[src/rtl/load_rotator.sv]
module load_rotator #(
  parameter int DATA_W = 32,
  parameter int ADDR_W = 32
) (
  input  logic              clk,
  input  logic              rst_n,
  input  logic              ld_valid,
  input  logic [ADDR_W-1:0] ld_addr,
  input  logic [1:0]        ld_size,
  input  logic              ld_signed,
  output logic [ADDR_W-1:0] mem_addr,
  input  logic [DATA_W-1:0] mem_rdata,
  output logic              res_valid,
  output logic [DATA_W-1:0] res_data
);
  localparam int OFF_W = $clog2(DATA_W / 8);

  logic [OFF_W-1:0]    off;
  logic [2*DATA_W-1:0] dbl;
  logic [DATA_W-1:0]   rot;
  logic [DATA_W-1:0]   shaped;

  assign off      = ld_addr[OFF_W-1:0];
  assign mem_addr = {ld_addr[ADDR_W-1:OFF_W], {OFF_W{1'b0}}};
  assign dbl      = {mem_rdata, mem_rdata} >> {off, 3'b000};
  assign rot      = dbl[DATA_W-1:0];

  always_comb begin
    case (ld_size)
      2'b00:   shaped = {{(DATA_W-8){ld_signed & rot[7]}}, rot[7:0]};
      2'b01:   shaped = {{(DATA_W-16){ld_signed & rot[15]}}, rot[15:0]};
      default: shaped = rot;
    endcase
  end

  always_ff @(posedge clk or negedge rst_n) begin
    if (!rst_n) begin
      res_valid <= 1'b0;
      res_data  <= '0;
    end else begin
      res_valid <= ld_valid;
      if (ld_valid) res_data <= shaped;
    end
  end
endmodule

[config.mk]
export PLATFORM = sky130hd
export DESIGN_NAME = load_rotator
export DESIGN_NICKNAME = d
export VERILOG_FILES = /design/src/rtl/load_rotator.sv
export SDC_FILE = /design/constraint.sdc
export NUM_CORES = 1
export LEC_CHECK = 0
export ABC_AREA = 0
export BUFFER_PORTS_ARGS = -buffer_cell sky130_fd_sc_hd__buf_2
export CAP_MARGIN = 0
export CORE_AREA = 3 3 103 105
export DETAILED_ROUTE_END_ITERATION = 8
export DIE_AREA = 0 0 106 108
export GPL_TIMING_DRIVEN = 1
export PLACE_DENSITY = 0.51
export SETUP_SLACK_MARGIN = 0.5
export SYNTH_ARGS = -nofsm -noshare
export SYNTH_HDL_FRONTEND = slang
export SYNTH_SLANG_ARGS = --single-unit
export TNS_END_PERCENT = 30
[constraint.sdc]
create_clock -name clk -period 1.8 [get_ports clk]
set_input_delay 0.09 -clock clk [delete_from_list [all_inputs] [get_ports clk]]
set_output_delay 0.09 -clock clk [all_outputs]
set_load 0.05 [all_outputs]
Yosys cells after proc, flatten, opt, wreduce, memory -nomap -nowiden --
Cells that the tools add are included. Widths: inputs -> output; s select.
Storage, ports and cells: register bits 33, output and inout port bits 65, input bits 70, logic and storage cells 8
Cells by class: equal/unequal tests 1, multiplexer cells 1, shift operators 1, bitwise gates (word level) 2, reductions and logical operators 1
Operators by type and width (count):
- $pmux 32 s2 | 1
- $shr 64x5->32 | 1
- $and 1x1->1 | 2
- $eq 2x1->1 const B | 1
- $logic_not 2->1 | 1

Depth between registers and ports, before layout --
Gate-level depths: netlist (run 1).
depth after elaboration 3, gate-level depth with buffers 6, gate-level depth less buffers 3

Least setup slack after synthesis (run 1) --
Ideal clock, no wire load.
kind input to register, start point input ld_addr[0], end point register res_data[2], arrival 1.186 ns, data required time 1.675 ns, path buffers 2, library setup time 0.125 ns, path slack 0.489 ns, stages 4, cell sequence buf_2 buf_6 mux4_2 mux2_2
Between the ends: longest elaborated chain between the ends 2
RTL lines:
- start, declared | line 8 | input logic [ADDR_W-1:0] ld_addr,
- $shr 64x5->32 | line 25 | assign dbl = {mem_rdata, mem_rdata} >> {off, 3'b000};
- $pmux 32 s2 | line 29 | case (ld_size)
- end signal, assigned | line 42 | if (ld_valid) res_data <= shaped;
- end, declared | line 14 | output logic [DATA_W-1:0] res_data
Every way passes these cells. A chain may end at the register's enable or synchronous reset.

Final worst setup path (run 1) --
start point input ld_addr[1], end point register res_data[18]
Between the ends: longest elaborated chain between the ends 3, elaborated cells on any way between the ends 4, those cells by class 1 x shift; 1 x mux; 2 x bitwise
RTL lines (line):
- $shr 64x5->32 * | 25
- $and 1x1->1 (on tied branches) | 31, 30
- $pmux 32 s2 * | 29
Every way passes the cells marked *; elsewhere a longest branch is shown, timed or not.

==> results of run 1 <==
cells in the mapped netlist (all sizes together):
cell and count:
a21oi 8, a22oi 16, a31oi 1, and2 1
buf 43, clkbuf 5, clkinv 1, conb 1
dfrtp 33, mux2 8, mux2i 1, mux4 34
nand2 8, nand3b 1, nor2 9, o21ai 16
or2 1
where the power goes:
group | internal [uW] | switching (uW) | total [uW]
sequential | 841 | 51.2 | 892
combinational | 320 | 639 | 959
clock | 303 | 266 | 569
cell type report:
type	count	area [sq um]
sequential	33	826
timing repair buffer	82	479
clock buffer	7	86.3
tap	133	166
inverter	1	3.75
fill	1060	6930
multi-input combinational	106	1240
stage by stage:
stage / hold slack, ns / worst slack [ns] / total power, uW / std cells / instance area, sq um
6_report: 0.180 / 0.640 / 2420 / 362 / 2800
5_1_grt: 0.180 / 0.510 / 2550 / 362 / 2800
4_1_cts: 0.180 / 0.572 / 2440 / 361 / 2780
3_5_place_dp: 0.180 / 0.265 / 1860 / 353 / 2680
3_3_place_gp: 0.180 / 0.324 / 1850 / 353 / 2680
2_1_floorplan: -0.206 / 0.493 / 1770 / 188 / 2420
what timing repair did:
item	in CTS	in global routing
gates resized for setup	0	1
hold endpoints to repair	33	0
hold buffers	1	0
setup buffers	0	1
setup endpoints to repair	0	4
worst min-delay path by stage:
stage	start	to	depth (start not counted)	slack (ns)
final	ld_addr[11]	mem_addr[11]	0	0.18
after global routing	ld_addr[27]	mem_addr[27]	0	0.18
after global placement	ld_addr[15]	mem_addr[15]	0	0.18
after floorplan	rst_n	res_data[0]	0	-0.21
after detailed placement	ld_addr[15]	mem_addr[15]	0	0.18
after CTS	ld_addr[15]	mem_addr[15]	0	0.18
registers in the layout (all words and copies together) (netlist names):
name	count
res_data	32
res_valid	1
routing by layer:
metal | vias up | routed length, um | part of all wire, %
met5 | - | 0 | 0
li1 | 773 | - | -
met2 | 62 | 3300 | 50
met4 | 0 | 60 | 0.91
met1 | 922 | 2890 | 44
met3 | 8 | 371 | 5.6
worst max-delay path, cell delays in order:
cell and delay (ns):
buf_2 0.17, buf_4 0.21, mux4_1 0.58, a22oi_1 0.16, o21ai_0 0.11
logic make-up (layout without fill, tap and decap cells):
logic type / after synthesis / in the layout / share of synthesized area (%)
buffers and inverters: 49 / 90 / 14.5
multiplexers: 43 / 43 / 36.8
AO/OA/AOI/OAI: 41 / 41 / 10.8
flip-flops: 33 / 33 / 34.2
AND/OR/NAND/NOR: 20 / 20 / 3.47
other: 1 / 2 / 0.155
==> reports/results.tsv, run 1 <==
metric	value	unit
status	completed	
share of post-route cells with drive strength above 1	56.3	%
Worst setup SP type	input pin	
global route hottest layer	met2	
GR Util met3	3.04	%
FF-to-FF Start	res_data[17]	
ANT cells	0	
site row count	36	
Final Net Count	299	
drc violations	0	
drt wl/cell	18.3	um
count of cell types in the netlist	20	
crit-path max FO	10	
mean post-synth cell area	12.9	sq um
CTS root buf	clkbuf_8	
area share of the largest cell type after synthesis	34.2	%
top post-synthesis cells by area	dfrtp_1 34%, mux4_2 29%, buf_4 11%, a22oi_1 5.0%, mux2_2 3.7%	
FMAX	0.862	GHz
FF-to-FF setup slack	0.98	ns
first-pass GRT wire length	10400	um
Final Skew	0	ns
detailed placer's ending HPWL	5080	um
minimum clock period	1.16	ns
Global Route met2 Usage	19.5	%
end of the worst register-to-register path	res_data[17]	
Pre-Repair DR Iteration Count	4	
fin crit share	64.4	%
Num CTS Buffers	5	
area leader, netlist	dfrtp_1	
CTS H-tree lvls	2	
Clk pin slew, worst setup/hold paths	0.06	ns
pin count of the biggest net entering global routing	34	
Global Route Usage Sum	11.9	%
Hold Path Class	in -> out	
Final Setup Violations	0	
Synth Instances	187	
post-synthesis register bit count	33	
PD cells	863	mW/mm^2
gr ovfl total	0	
total number of vias	1765	
via/cell ratio	4.88	
crit path launch	ld_addr[1]	
most common cell after layout, fill and taps aside	buf_2	
Max clock buf depth	2	
starting density of the core	24.8	%
crit path DAT	1.32	ns
CP required	1.96	ns
DR iter-0 viols	101	
port bufs	72	
CTS tree	yes	
vias in the first global route	1818	
unrepaired setup endpoints after global routing	no	
max cap viols	0	
Crit. End Element	register	
synthesized area	0.00241	sq mm
static leakage	0.00119	uW
GPL Wtd Cong	0.724	
core area	0.00973	sq mm
DIE AREA	0.0114	sq mm
worst relative slew slack	48.0	%
die height	108	um
Area growth syn-to-layout	16.1	%
fin util	28.8	%
Peak VDD IR	0.274	mV
CP endpoint	res_data[18]	
sequential-to-total area share from yosys stat	34.2	%
final hold vios	0	
Yosys Warn Count	0	
clock latency on the worst-skew pair	0.29	ns
CTS sink cnt	33	
initial antenna violation count	0	
WL final	6620	um
most frequent cells in the layout	72 x buf_2, 33 x dfrtp_1, 31 x mux4_2	
crit path kind	in -> reg	
Slew Limit Fails	0	
worst-case reg-to-reg path depth	2	
Tightest Pin Transition	0.780	ns
Final TNS setup	0	ns
number of I/O pins	135	
Die Width	106	um
M1 GR Usage	15.9	%
Post-DRT Antenna Nets	0	
Note: power is estimated with default switching activity, not from simulation.
==> run 2: changes to the inputs <==
--- a/config.mk
+++ b/config.mk
@@ -5,14 +5,14 @@
 export SDC_FILE = /design/constraint.sdc
 export NUM_CORES = 1
 export LEC_CHECK = 0
-export ABC_AREA = 0
+export ABC_AREA = 1
 export BUFFER_PORTS_ARGS = -buffer_cell sky130_fd_sc_hd__buf_2
 export CAP_MARGIN = 0
 export CORE_AREA = 3 3 103 105
 export DETAILED_ROUTE_END_ITERATION = 8
 export DIE_AREA = 0 0 106 108
 export GPL_TIMING_DRIVEN = 1
-export PLACE_DENSITY = 0.51
+export PLACE_DENSITY = 0.52
 export SETUP_SLACK_MARGIN = 0.5
 export SYNTH_ARGS = -nofsm -noshare
 export SYNTH_HDL_FRONTEND = slang
==> constraint.sdc (replaced) <==
create_clock -name clk -period 1.2 [get_ports clk]
set_input_delay 0.06 -clock clk [delete_from_list [all_inputs] [get_ports clk]]
set_output_delay 0.06 -clock clk [all_outputs]
set_load 0.05 [all_outputs]
==> reports/results.tsv, run 2 <==
metric	value	unit	change
Hold Slack	-0.194	ns	-0.374 ns
DR iter-0 viols	144		+43%
die height	108	um	unchanged
worst-case reg-to-reg path depth	3		+1
failing checks	hold timing		
Post-synth EDFFs	0		unchanged
area leader, netlist	dfrtp_1		
detailed placer's ending HPWL	5630	um	+11%
FMAX	1.04	GHz	
Global Route Usage Sum	13.1	%	+1.2 points
count leader, synth	nand3_1		
Final Skew	0	ns	unchanged
PD cells	1230	mW/mm^2	+43%
fin util	34.2	%	+5.3 points
post-synthesis register bit count	33		unchanged
Final TNS setup	0	ns	unchanged
crit path kind	reg -> out		
number of I/O pins	135		unchanged
Post-DRT Antenna Nets	0		unchanged
CP max-delay cell	dfrtp_1		
Largest Register	res_data		
most frequent cells in the layout	91 x nand3_1, 77 x nand2_1, 35 x buf_2		
Pre-Repair DR Iteration Count	4		unchanged
cell internal pwr	2510	uW	+72%
Switching Share	38.7	%	-0.74 points
fin crit share	80.2	%	
area share of the largest cell type after synthesis	33.9	%	-0.33 points
CTS H-tree lvls	2		unchanged
share of post-route cells with drive strength above 1	35.2	%	-21 points
CTS tree	yes		
gr ovfl total	0		unchanged
count of cell types in the netlist	21		+5.0%
Yosys Warn Count	0		unchanged
initial antenna violation count	0		unchanged
crit-path leading delay family	flip-flops		
end of the worst register-to-register path	res_data[17]		
DIE AREA	0.0114	sq mm	unchanged
via/cell ratio	4.67		-4.3%
sequential power share	32.7	%	-4.2 points
core area	0.00973	sq mm	unchanged
global route hottest layer	met2		
vias in the first global route	2341		+29%
FF-to-FF setup slack	0.39	ns	-0.59 ns
synth cell count leaders	95 x nand3_1, 81 x nand2_1, 38 x nor2_1		
post-placement setup slack	0.00980	ns	-0.255 ns
Clk pin slew, worst setup/hold paths	0.07	ns	about the same
first-pass GRT wire length	11800	um	+13%
Area growth syn-to-layout	36.3	%	
unrepaired setup endpoints after global routing	yes		
Final Setup Violations	0		unchanged
crit path DAT	0.90	ns	-0.42 ns
CTS root buf	clkbuf_8		
pin count of the biggest net entering global routing	38		+12%
Max clock buf depth	2		unchanged
P_sw	1590	uW	+66%
sequential-to-total area share from yosys stat	33.9	%	-0.33 points
Hold Path Class	in -> async		
M1 GR Usage	16.5	%	+0.60 points
minimum clock period	0.962	ns	
port bufs	72		unchanged
Async SR Flop Fraction	100	%	unchanged
synthesized area	0.00244	sq mm	+0.98%
ANT cells	0		unchanged
Num CTS Buffers	5		unchanged
Worst setup SP type	register		
Crit. End Element	output pin		
GPL Wtd Cong	0.802		+11%
max reg flops	32		unchanged
Global Route met2 Usage	22.9	%	+3.3 points
starting density of the core	25.1	%	+0.24 points
clock latency on the worst-skew pair	0.29	ns	about the same
site row count	36		unchanged
max cap viols	0		unchanged
WL final	8030	um	+21%
Largest regs	res_data x32, res_valid x1		
Final Net Count	475		+59%
top post-synthesis cells by area	dfrtp_1 34%, nand3_1 19%, nand2_1 12%, buf_4 9.9%, nor2_1 5.8%		
CTS sink cnt	33		unchanged
Comb power frac	40.0	%	+0.4 points
GR Util met3	2.69	%	-0.36 points
final hold vios	33		+33
status	finished, violations left		
Slew Limit Fails	0		unchanged
Peak VDD IR	0.423	mV	+54%
crit-path max FO	2		-8
static leakage	0.00159	uW	+34%
FF-to-FF Start	res_data[17]		
Crit path largest cell delay	0.42	ns	-0.16 ns
drc violations	0		unchanged
Critical Path Stages	1		-4
total number of vias	2515		+42%
most common cell after layout, fill and taps aside	nand3_1		
Primary FF master, synth	dfrtp_1		
CP required	1.14	ns	-0.82 ns
Final WS setup	0.238	ns	-0.402 ns
Synth Instances	356		+90%
clock power share	27.3	%	+3.8 points
Die Width	106	um	unchanged
CP cell instances	buf_6		
overall power	4100	uW	+69%
drt wl/cell	14.9	um	-18%
Buf+Inv Stages, Crit Path	1		-1
mean post-synth cell area	6.85	sq um	-47%
run 2: cell types whose count changed in the layout (fill, tap and decap cells not counted), sizes merged, moves of 10 or more:
cell / before / now
nand2: 8 / 83
buf: 81 / 95
mux4: 34 / 0
nor2: 9 / 59
a22oi: 16 / 0
inv: 0 / 10
nand3: 0 / 96
run 2: area by class of cell:
class                   count  area [sq um]
multi-input cells         258          1340
clock buffers               7          86.3
fillers                  1053          6400
well taps                 133           166
inverters                  11          50.0
repair buffers             96           831
clock inverters             1          30.0
flip-flops and latches     33           826
run 2: kinds of logic after synthesis:
family,count (synthesis),share of synthesized area [%]
AOI/OAI and AO/OA,16,3.69
DFF,33,33.9
and+or+nand+nor,239,45.5
buffers and inverters,67,16.8
other,1,0.154
run 2: metrics by stage:
stage                     cell area, sq um  instances
after floorplan                       2440        357
after global placement                2760        520
after detailed placement              2760        520
after CTS                             3040        531
after global routing                  3320        539
final                                 3320        539
run 2: worst max path at each step:
stage	slack (ns)	end	from
after floorplan	0.08	res_data[24]	ld_size[1]
after global placement	0.01	res_data[23]	ld_addr[1]
after detailed placement	0.01	res_data[23]	ld_addr[1]
after CTS	0.24	res_data[17]	res_data[17]
after global routing	0.22	res_data[17]	res_data[17]
final	0.24	res_data[17]	res_data[17]
run 2: what timing repair did:
item	in CTS	in global routing
resized for setup	49	55
cloned	0	2
endpoints found under the setup margin	59	65
pin swaps	0	8
buffers inserted	3	6
hold endpoints to repair	33	33
run 2: power by group through the flow:
stage,sequential [uW],combinational [uW],clock [uW]
5_1_grt,1360,1760,1190
3_5_place_dp,1340,1380,0
2_1_floorplan,1820,760,0
3_3_place_gp,1340,1370,0
6_report,1340,1640,1120
4_1_cts,1340,1520,1150
run 2: metal layers:
layer	vias to the layer above	share of wire, %
met5	-	0
met4	0	1.1
met3	9	8.0
met2	107	50
met1	1161	41
li1	1238	-
==> run 3: changes to the inputs <==
--- a/config.mk
+++ b/config.mk
@@ -5,14 +5,14 @@
 export SDC_FILE = /design/constraint.sdc
 export NUM_CORES = 1
 export LEC_CHECK = 0
-export ABC_AREA = 1
+export ABC_AREA = 0
 export BUFFER_PORTS_ARGS = -buffer_cell sky130_fd_sc_hd__buf_2
 export CAP_MARGIN = 0
 export CORE_AREA = 3 3 103 105
 export DETAILED_ROUTE_END_ITERATION = 8
 export DIE_AREA = 0 0 106 108
 export GPL_TIMING_DRIVEN = 1
-export PLACE_DENSITY = 0.52
+export PLACE_DENSITY = 0.51
 export SETUP_SLACK_MARGIN = 0.5
 export SYNTH_ARGS = -nofsm -noshare
 export SYNTH_HDL_FRONTEND = slang
==> constraint.sdc (replaced) <==
create_clock -name clk -period 0.9 [get_ports clk]
set_input_delay 0.045 -clock clk [delete_from_list [all_inputs] [get_ports clk]]
set_output_delay 0.045 -clock clk [all_outputs]
set_load 0.05 [all_outputs]
==> reports/results.tsv, run 3 (synthesis gave the netlist of run 1 again) <==
metric	value	unit	change
CTS root buf	clkbuf_8		
CP required	0.85	ns	-0.29 ns
crit path kind	reg -> out		
Pre-Repair DR Iteration Count	4		unchanged
site row count	36		unchanged
WL final	7190	um	-11%
initial antenna violation count	0		unchanged
cell internal pwr	3570	uW	+42%
Max clock buf depth	2		unchanged
Peak VDD IR	0.604	mV	+43%
core area	0.00973	sq mm	unchanged
pin count of the biggest net entering global routing	24		-37%
area of the multi-input gates	0.00129	sq mm	-3.0%
unrepaired setup endpoints after global routing	yes		
vias in the first global route	2001		-15%
Clk pin slew, worst setup/hold paths	0.08	ns	about the same
status	finished, violations left		
Comb power frac	42.1	%	+2.1 points
placed cell count	374		-28%
P_sw	2130	uW	+34%
die height	108	um	unchanged
static leakage	0.00145	uW	-8.6%
Largest Register	res_data		
CTS tree	yes		
fin crit share	105	%	
Largest regs	res_data x32, res_valid x1		
Post-DRT Antenna Nets	0		unchanged
final hold vios	33		unchanged
Global Route Usage Sum	12.8	%	-0.30 points
GPL Wtd Cong	0.750		-6.4%
post-placement setup slack	-0.500	ns	-0.510 ns
Num CTS Buffers	5		unchanged
Final TNS setup	-0.892	ns	-0.892 ns
minimum clock period	0.945	ns	
most common cell after layout, fill and taps aside	buf_2		
FMAX	1.06	GHz	
sequential power share	32.4	%	-0.3 points
port bufs	72		unchanged
Final WS setup	-0.0449	ns	-0.283 ns
Final Net Count	324		-32%
starting density of the core	24.8	%	-0.24 points
CTS sink cnt	33		unchanged
Crit path largest cell delay	0.43	ns	about the same
Worst setup SP type	register		
DR iter-0 viols	90		-38%
drc violations	0		unchanged
Buf+Inv Stages, Crit Path	1		unchanged
max cap viols	0		unchanged
share of post-route cells with drive strength above 1	66.7	%	+31 points
number of I/O pins	135		unchanged
Final Setup Violations	39		+39
post-route insts no fill	388		-28%
Switching Share	37.4	%	-1.4 points
crit-path leading delay family	flip-flops		
CTS H-tree lvls	2		unchanged
most frequent cells in the layout	37 x buf_2, 33 x mux4_2, 33 x buf_6, 33 x dfrtp_1, 24 x buf_4		
first-pass GRT wire length	11200	um	-4.7%
CP cell instances	buf_6		
clock power share	25.5	%	-1.8 points
drt wl/cell	18.5	um	+24%
Final Skew	0	ns	unchanged
max reg flops	32		unchanged
sequential cell area	826	sq um	unchanged
PD cells	1670	mW/mm^2	+35%
crit-path max FO	2		unchanged
Area growth syn-to-layout	41.9	%	
clock latency on the worst-skew pair	0.29	ns	about the same
fill count	986		-6.4%
Slew Limit Fails	0		unchanged
detailed placer's ending HPWL	5410	um	-3.8%
FF-to-FF setup slack	0.09	ns	-0.30 ns
Hold Slack	-0.385	ns	-0.191 ns
Hold Path Class	in -> async		
failing checks	hold timing, setup timing		
Crit. End Element	output pin		
gr ovfl total	0		unchanged
crit path DAT	0.90	ns	about the same
total number of vias	1884		-25%
via/cell ratio	4.86		+4.1%
ANT cells	0		unchanged
Die Width	106	um	unchanged
CP max-delay cell	dfrtp_1		
DIE AREA	0.0114	sq mm	unchanged
[run 3: changes by cell type in the layout (fill, tap and decap cells not counted), moves of 8 or more]
cell     delta
nand3_1    -91
nand2_1    -69
mux4_2     +33
nor2_1     -24
nor2_2     -14
o21ai_1    +14
a22oi_1    +13
nor2_4     -11
inv_1       -9
a31oi_1     -8
[run 3: repair_timing]
| item | in CTS | in global routing |
|---|---|---|
| setup endpoints to repair | 65 | 65 |
| pin swaps | 2 | 1 |
| gates resized for setup | 96 | 14 |
| gates cloned | 3 | 0 |
| endpoints found under the hold margin | 33 | 33 |
| setup buffers | 2 | 1 |
[run 3: cell type report]
cell class | count | area share (%)
Clock buffer | 5 | 2.01
Multi-Input combinational cell | 106 | 37.8
Inverter | 1 | 0.110
Clock inverter | 3 | 1.35
Tap cell | 133 | 4.86
Timing Repair Buffer | 107 | 29.8
Sequential cell | 33 | 24.1
[run 3: routing by layer]
metal,vias to the layer above,share of wire [%],global-route usage [%]
met4,0,2.2,4.44
met2,63,51,21.1
met3,22,5.8,3.76
met1,976,41,16.2
met5,-,0,0
li1,823,-,-
[run 3: through the flow]
step | util, % | total power (uW) | cell area (sq um) | hold WS [ns]
6_report | 35.2 | 5710 | 3430 | -0.385
5_1_grt | 35.2 | 5960 | 3430 | -0.378
4_1_cts | 34.5 | 5710 | 3360 | -0.381
3_5_place_dp | 29.8 | 3850 | 2900 | -0.0578
3_3_place_gp | 29.8 | 3820 | 2900 | -0.0561
2_1_floorplan | - | 3550 | 2460 | -0.251
[run 3: final timing paths]
path	startpoint	end	depth (start not counted)
hold reg to reg	res_data[2]	res_data[2]	1
hold / removal	rst_n	res_data[8]	1
min in group clk	ld_addr[20]	mem_addr[20]	0
setup reg to reg	res_data[19]	res_data[19]	2
setup / recovery	res_data[19]	res_data[19]	1
max in group asynchronous	rst_n	res_data[3]	2
[run 3: power groups by stage]
stage | sequential (uW) | clock [uW] | combinational, uW
3_5_place_dp | 1830 | 0 | 2010
6_report | 1850 | 1460 | 2400
4_1_cts | 1850 | 1500 | 2360
5_1_grt | 1880 | 1550 | 2530
3_3_place_gp | 1830 | 0 | 1990
2_1_floorplan | 2520 | 0 | 1040
